### config.mk
export PLATFORM = sky130hd
export DESIGN_NAME = hrvf_ctrl
export DESIGN_NICKNAME = d
export VERILOG_FILES = /design/src/rtl/hrvf_pkg.sv /design/src/rtl/hrvf_table.sv /design/src/rtl/hrvf_group.sv /design/src/rtl/hrvf_ctrl.sv
export SDC_FILE = /design/constraint.sdc
export NUM_CORES = 1
export LEC_CHECK = 0
export BUFFER_PORTS_ARGS = -buffer_cell sky130_fd_sc_hd__buf_4
export CAP_MARGIN = 20
export CORE_ASPECT_RATIO = 1.1
export CORE_MARGIN = 3
export CORE_UTILIZATION = 55
export CTS_BUF_LIST = sky130_fd_sc_hd__clkbuf_8
export DETAILED_ROUTE_END_ITERATION = 6
export HOLD_SLACK_MARGIN = 0.15
export PLACE_DENSITY = 0.74
export SLEW_MARGIN = 0
export SYNTH_ARGS = -nofsm -noshare
export SYNTH_HDL_FRONTEND = slang
export SYNTH_SLANG_ARGS = --single-unit
### constraint.sdc
create_clock -name clk -period 3.5 [get_ports clk]
set_input_delay 0.525 -clock clk [delete_from_list [all_inputs] [get_ports clk]]
set_output_delay 0.525 -clock clk [all_outputs]
set_load 0.01 [all_outputs]
### src/rtl/hrvf_pkg.sv
package hrvf_pkg;
  typedef enum logic {
    GRP_IDLE = 1'b0,
    GRP_RUN  = 1'b1
  } grp_state_e;
endpackage

### src/rtl/hrvf_table.sv
module hrvf_table #(
  parameter int NGRP = 4,
  parameter int HRW  = 4,
  parameter int IDXW = 3
) (
  input  logic                 clk,
  input  logic                 rst_n,
  input  logic                 wr_en,
  input  logic                 wr_mode,
  input  logic [HRW-1:0]       wr_bin,
  input  logic [IDXW-1:0]      wr_val,
  input  logic                 rd_mode,
  input  logic [NGRP*HRW-1:0]  rd_bins,
  output logic [NGRP*IDXW-1:0] rd_idx
);
  localparam int NBIN = 1 << HRW;
  localparam int NIDX = 1 << IDXW;

  // Reset contents: sprint falls from the top index, low power from half of it
  function automatic logic [IDXW-1:0] reset_entry(input int m, input int b);
    int v;
    if (m == 1) v = (NIDX - 1) - (b * NIDX) / NBIN;
    else        v = ((NBIN - 1 - b) * NIDX) / (2 * NBIN);
    return IDXW'(v);
  endfunction

  logic [IDXW-1:0] ent_q [2][NBIN];
  logic [IDXW-1:0] ent_d [2][NBIN];

  always_comb begin
    for (int m = 0; m < 2; m++)
      for (int b = 0; b < NBIN; b++)
        ent_d[m][b] = ent_q[m][b];
    if (wr_en) ent_d[wr_mode][wr_bin] = wr_val;
  end

  always_ff @(posedge clk or negedge rst_n) begin
    if (!rst_n) begin
      for (int m = 0; m < 2; m++)
        for (int b = 0; b < NBIN; b++)
          ent_q[m][b] <= reset_entry(m, b);
    end else if (wr_en) begin
      for (int m = 0; m < 2; m++)
        for (int b = 0; b < NBIN; b++)
          ent_q[m][b] <= ent_d[m][b];
    end
  end

  for (genvar g = 0; g < NGRP; g++) begin : g_rd
    assign rd_idx[g*IDXW +: IDXW] = ent_q[rd_mode][rd_bins[g*HRW +: HRW]];
  end
endmodule

### src/rtl/hrvf_group.sv
module hrvf_group
  import hrvf_pkg::*;
#(
  parameter int IDXW = 3
) (
  input  logic            clk,
  input  logic            rst_n,
  input  logic            start,
  input  logic            done,
  input  logic            alarm,
  input  logic            ack,
  input  logic [IDXW-1:0] tbl_idx,
  output logic [IDXW-1:0] vf_idx,
  output logic            accept,
  output logic            rc_req,
  output logic            err,
  output logic            busy
);
  localparam logic [IDXW-1:0] ONE  = IDXW'(1);
  localparam logic [IDXW-1:0] ZERO = '0;

  grp_state_e      st_q, st_d;
  logic [IDXW-1:0] vf_q, vf_d;
  logic            safe_q, safe_d;
  logic            pend_q, pend_d;
  logic            err_q, err_d;
  logic            upd;
  logic [IDXW-1:0] launch_idx;

  assign accept     = (st_q == GRP_IDLE) && !pend_q;
  assign launch_idx = !safe_q ? tbl_idx : ((tbl_idx == ZERO) ? ZERO : tbl_idx - ONE);

  always_comb begin
    st_d   = st_q;
    vf_d   = vf_q;
    safe_d = safe_q;
    pend_d = pend_q;
    err_d  = err_q;
    unique case (st_q)
      GRP_IDLE: begin
        if (pend_q && ack) pend_d = 1'b0;
        if (accept && start) begin
          st_d = GRP_RUN;
          vf_d = launch_idx;
        end
      end
      GRP_RUN: begin
        if (alarm) begin
          st_d   = GRP_IDLE;
          pend_d = 1'b1;
          safe_d = 1'b1;
          if (vf_q == ZERO) err_d = 1'b1;
          else              vf_d  = vf_q - ONE;
        end else if (done) begin
          st_d   = GRP_IDLE;
          safe_d = 1'b0;
        end
      end
      default: st_d = GRP_IDLE;
    endcase
  end

  assign upd = (st_q == GRP_RUN) ? (alarm || done) : ((pend_q && ack) || (accept && start));

  always_ff @(posedge clk or negedge rst_n) begin
    if (!rst_n) begin
      st_q   <= GRP_IDLE;
      vf_q   <= ZERO;
      safe_q <= 1'b0;
      pend_q <= 1'b0;
      err_q  <= 1'b0;
    end else if (upd) begin
      st_q   <= st_d;
      vf_q   <= vf_d;
      safe_q <= safe_d;
      pend_q <= pend_d;
      err_q  <= err_d;
    end
  end

  assign vf_idx = vf_q;
  assign rc_req = pend_q;
  assign err    = err_q;
  assign busy   = (st_q == GRP_RUN);
endmodule

### src/rtl/hrvf_ctrl.sv
module hrvf_ctrl #(
  parameter int NGRP = 4,
  parameter int HRW  = 4,
  parameter int IDXW = 3
) (
  input  logic                 clk,
  input  logic                 rst_n,
  input  logic                 mode_sprint,
  input  logic [NGRP*HRW-1:0]  hr_flat,
  input  logic [NGRP-1:0]      task_start,
  input  logic [NGRP-1:0]      task_done,
  input  logic [NGRP-1:0]      droop_alarm,
  input  logic [NGRP-1:0]      recomp_ack,
  input  logic                 tbl_wr_en,
  input  logic                 tbl_wr_mode,
  input  logic [HRW-1:0]       tbl_wr_bin,
  input  logic [IDXW-1:0]      tbl_wr_val,
  output logic [NGRP*IDXW-1:0] vf_idx,
  output logic [NGRP-1:0]      task_accept,
  output logic [NGRP-1:0]      recomp_req,
  output logic [NGRP-1:0]      droop_err
);
  logic [1:0]           rsync_q;
  logic                 rst_sync_n;
  logic [NGRP*IDXW-1:0] tbl_rd;
  logic [NGRP-1:0]      busy;

  always_ff @(posedge clk or negedge rst_n) begin
    if (!rst_n) rsync_q <= 2'b00;
    else        rsync_q <= {rsync_q[0], 1'b1};
  end
  assign rst_sync_n = rsync_q[1];

  hrvf_table #(.NGRP(NGRP), .HRW(HRW), .IDXW(IDXW)) u_table (
    .clk     (clk),
    .rst_n   (rst_sync_n),
    .wr_en   (tbl_wr_en),
    .wr_mode (tbl_wr_mode),
    .wr_bin  (tbl_wr_bin),
    .wr_val  (tbl_wr_val),
    .rd_mode (mode_sprint),
    .rd_bins (hr_flat),
    .rd_idx  (tbl_rd)
  );

  for (genvar g = 0; g < NGRP; g++) begin : g_grp
    hrvf_group #(.IDXW(IDXW)) u_grp (
      .clk     (clk),
      .rst_n   (rst_sync_n),
      .start   (task_start[g]),
      .done    (task_done[g]),
      .alarm   (droop_alarm[g]),
      .ack     (recomp_ack[g]),
      .tbl_idx (tbl_rd[g*IDXW +: IDXW]),
      .vf_idx  (vf_idx[g*IDXW +: IDXW]),
      .accept  (task_accept[g]),
      .rc_req  (recomp_req[g]),
      .err     (droop_err[g]),
      .busy    (busy[g])
    );
  end
endmodule

==> flow_summary.ini <==
[status]
status = finished, final reports clean

[global_routing]
grt_pass1_vias = 6448
groute.usage.overall = 0.280
grt-ovfl-total = 0
grt_pass1_wl_mm = 35.7
antenna_found_initial = 0
grt_max_degree = 72

[route]
ant_nets = 0
drt_iter0_drc = 533
drt-pass1-iter-count = 6
routed_wl_mm = 22.9
drc = 0
wl_per_cell_um = 22.8
via_per_inst = 6.59
via_count = 6607

[yosys]
ys_types = 52
synthArstFlopShare = 1.00
synth_top_area_share = 0.256
synth_ff_type = dfrtp_1
avgSynthCellArea_um2 = 11.2
synth_cells = 749
yosysSeqAreaShare = 0.381
synth.net_count = 809
synth_seq_cells = 126
ys_warn_count = 0
synth_edf_count = 0
yosysTopAreaCell = dfrtp_1
netlist_top_cells_area = dfrtp_1 (26%), mux2_2 (14%), dfstp_2 (12%)
netlist_area_um2 = 8410

[sta]
slew_headroom = 0.470
drv_slew = 0
timing.final.crit_share = 0.769
rsz0062_at_grt = no
setup_tns_ns = 0
fmax_mhz = 372
hold_viol = 0
tightest_slew_ns = 0.787
setup_viol = 0
min_period_ns = 2.69
fin_skew_ns = 0.0111

[worst_setup_path]
rr_endpoint = g_grp[1].u_grp.vf_idx[2]
crit_required_ns = 3.81
cp.buffers_inverters = 3
endpoint_kind = flop
startpoint_type = primary input
worst_path_max_delay_cell = or4_1
slowest_delay_ns = 0.60
path_delay_family = multiplexers
r2r-start = u_table.ent_q[36]
reg2reg_depth = 9
path_cells = buf_4, buf_12, mux4_2, mux2i_1, nor3_1, or4_1, inv_1, ha_1, nor2_1, mux2i_1, a21oi_1
cpMostUsedCell = mux2i_1
worst_ep_arrival_time_ns = 3.01
critPathMaxFanout = 20
rrSetupSlack_ns = 0.84
critPathKind = primary input to flop

[place]
port_buffers = 67
post_dp_cell_area_um2 = 9000
hpwl_mm = 17.4
gp_congestion = 1.03

[floorplanning]
coreArea_um2 = 14700
start_util = 0.573
ios = 68
die_area_um2 = 16800
die-width_um = 124
core.rowCount = 46
die_h_um = 136

[power_and_ir_drop]
vdd_ir_drop_max_uv = 375
p_per_area_nw_per_um2 = 591
p_leak_nw = 4.03

[final_layout]
nets = 858
drive_above_1_share = 0.381
layout_commonest_cell = mux2_2
design_area_um2 = 9460
most-common-layout-cells = mux2_2 (105), dfrtp_1 (85), buf_4 (75)
n_antenna_cell = 0
synthToLayoutAreaGrowth_pct = 12.5

[clocking]
clkLatencyLatePin_ns = 0.46
cts_sinks = 126
clk_pin_slew_ns = 0.07
cts_buffer_depth = 2
cts-hold-fix-buffers = 1
cts_setup_buffers = 0
cts_resized = 0
root_buffer = clkbuf_8
cts_tree = done
cts_made_buffers = 17
h-tree-depth = 4

[job]
maxCapViolCount = 0

[worst_hold_path]
holdCritPathClass = primary input to flop
worstHoldStart = recomp_ack[2]
hold_path_end = g_grp[2].u_grp.rc_req
min_path_cells = 2
[worst max-delay path by stage]
stage,startpoint,endpoint,cells after the start
after detailed placement,mode_sprint,g_grp[1].u_grp.vf_idx[2],10
after floorplan,mode_sprint,g_grp[0].u_grp.vf_idx[0],13
after global placement,mode_sprint,g_grp[1].u_grp.vf_idx[2],10
after global routing,mode_sprint,g_grp[1].u_grp.vf_idx[2],11
final,mode_sprint,g_grp[2].u_grp.vf_idx[0],11
after CTS,mode_sprint,g_grp[1].u_grp.vf_idx[2],10
[flip-flops by register name (all words and copies together), names as in the netlist]
register            count
g_grp.u_grp.err         4
g_grp.u_grp.rc_req      4
g_grp.u_grp.busy        4
g_grp.u_grp.safe_q      4
g_grp.u_grp.vf_idx     12
u_table.ent_q          96
rsync_q                 2
[final cells by class]
type                       count  area [um^2]
sequential                   126         3210
multi-input combinational    546         4830
clock inverter                13          186
inverter                      28          105
tap                          192          240
clock buffer                  19          262
fill                        1152         5210
timing repair buffer          79          633
[where the power goes]
group / internal, mW / switching [mW] / total, mW
clock: 0.816 / 0.614 / 1.43
combinational: 0.953 / 0.898 / 1.85
sequential: 1.90 / 0.412 / 2.31
[metrics by stage]
step | utilization | std cells | hold slack (ns) | worst slack, ns | total power, mW
finish | 0.645 | 1003 | 0.251 | 0.808 | 5.59
global route | 0.645 | 1003 | 0.235 | 0.638 | 5.91
CTS | 0.645 | 1003 | 0.237 | 0.818 | 5.60
detailed placement | 0.614 | 970 | 0.310 | 0.341 | 4.16
global placement | 0.614 | 970 | 0.308 | 0.430 | 4.06
floorplan | - | 749 | 0.229 | 0.448 | 3.55
[cells in the mapped netlist, types with 4 or more instances]
master	instances
or2_2	4
nand4_1	11
and3b_1	4
mux2_2	105
and2_1	4
nand2_1	56
nand2b_1	19
or4_1	5
a22oi_1	39
nor3b_1	12
dfstp_2	40
nor2b_1	12
a22o_1	5
mux4_2	46
dfrtp_1	86
nor2_1	34
mux2i_1	50
o211ai_1	7
a21oi_1	18
nand3_1	32
inv_1	28
buf_4	18
clkbuf_1	24
o21ai_0	18
ha_1	16
nor3_1	12
[metal layers]
metal  routed length [um]  GRT usage  vias to the layer above
met5                    0          0                        -
met2                11000      0.448                      297
met1                 9440      0.380                     3332
met3                 1650     0.0501                       59
met4                  786      0.113                        0
li1                     -          -                     2919
[logic make-up (layout without fill, tap and decap cells)]
family                   count (synthesis)  after routing  synth area share
other                                    1              1          0.000446
flip-flops                             126            126             0.381
adder cells (fa/ha/maj)                 16             16            0.0238
buffers and inverters                   77            139            0.0452
multiplexers                           201            201             0.323
AND/OR/NAND/NOR                        218            218             0.136
AO/OA/AOI/OAI                          110            110            0.0906
Power figures use the tool's default switching activity.
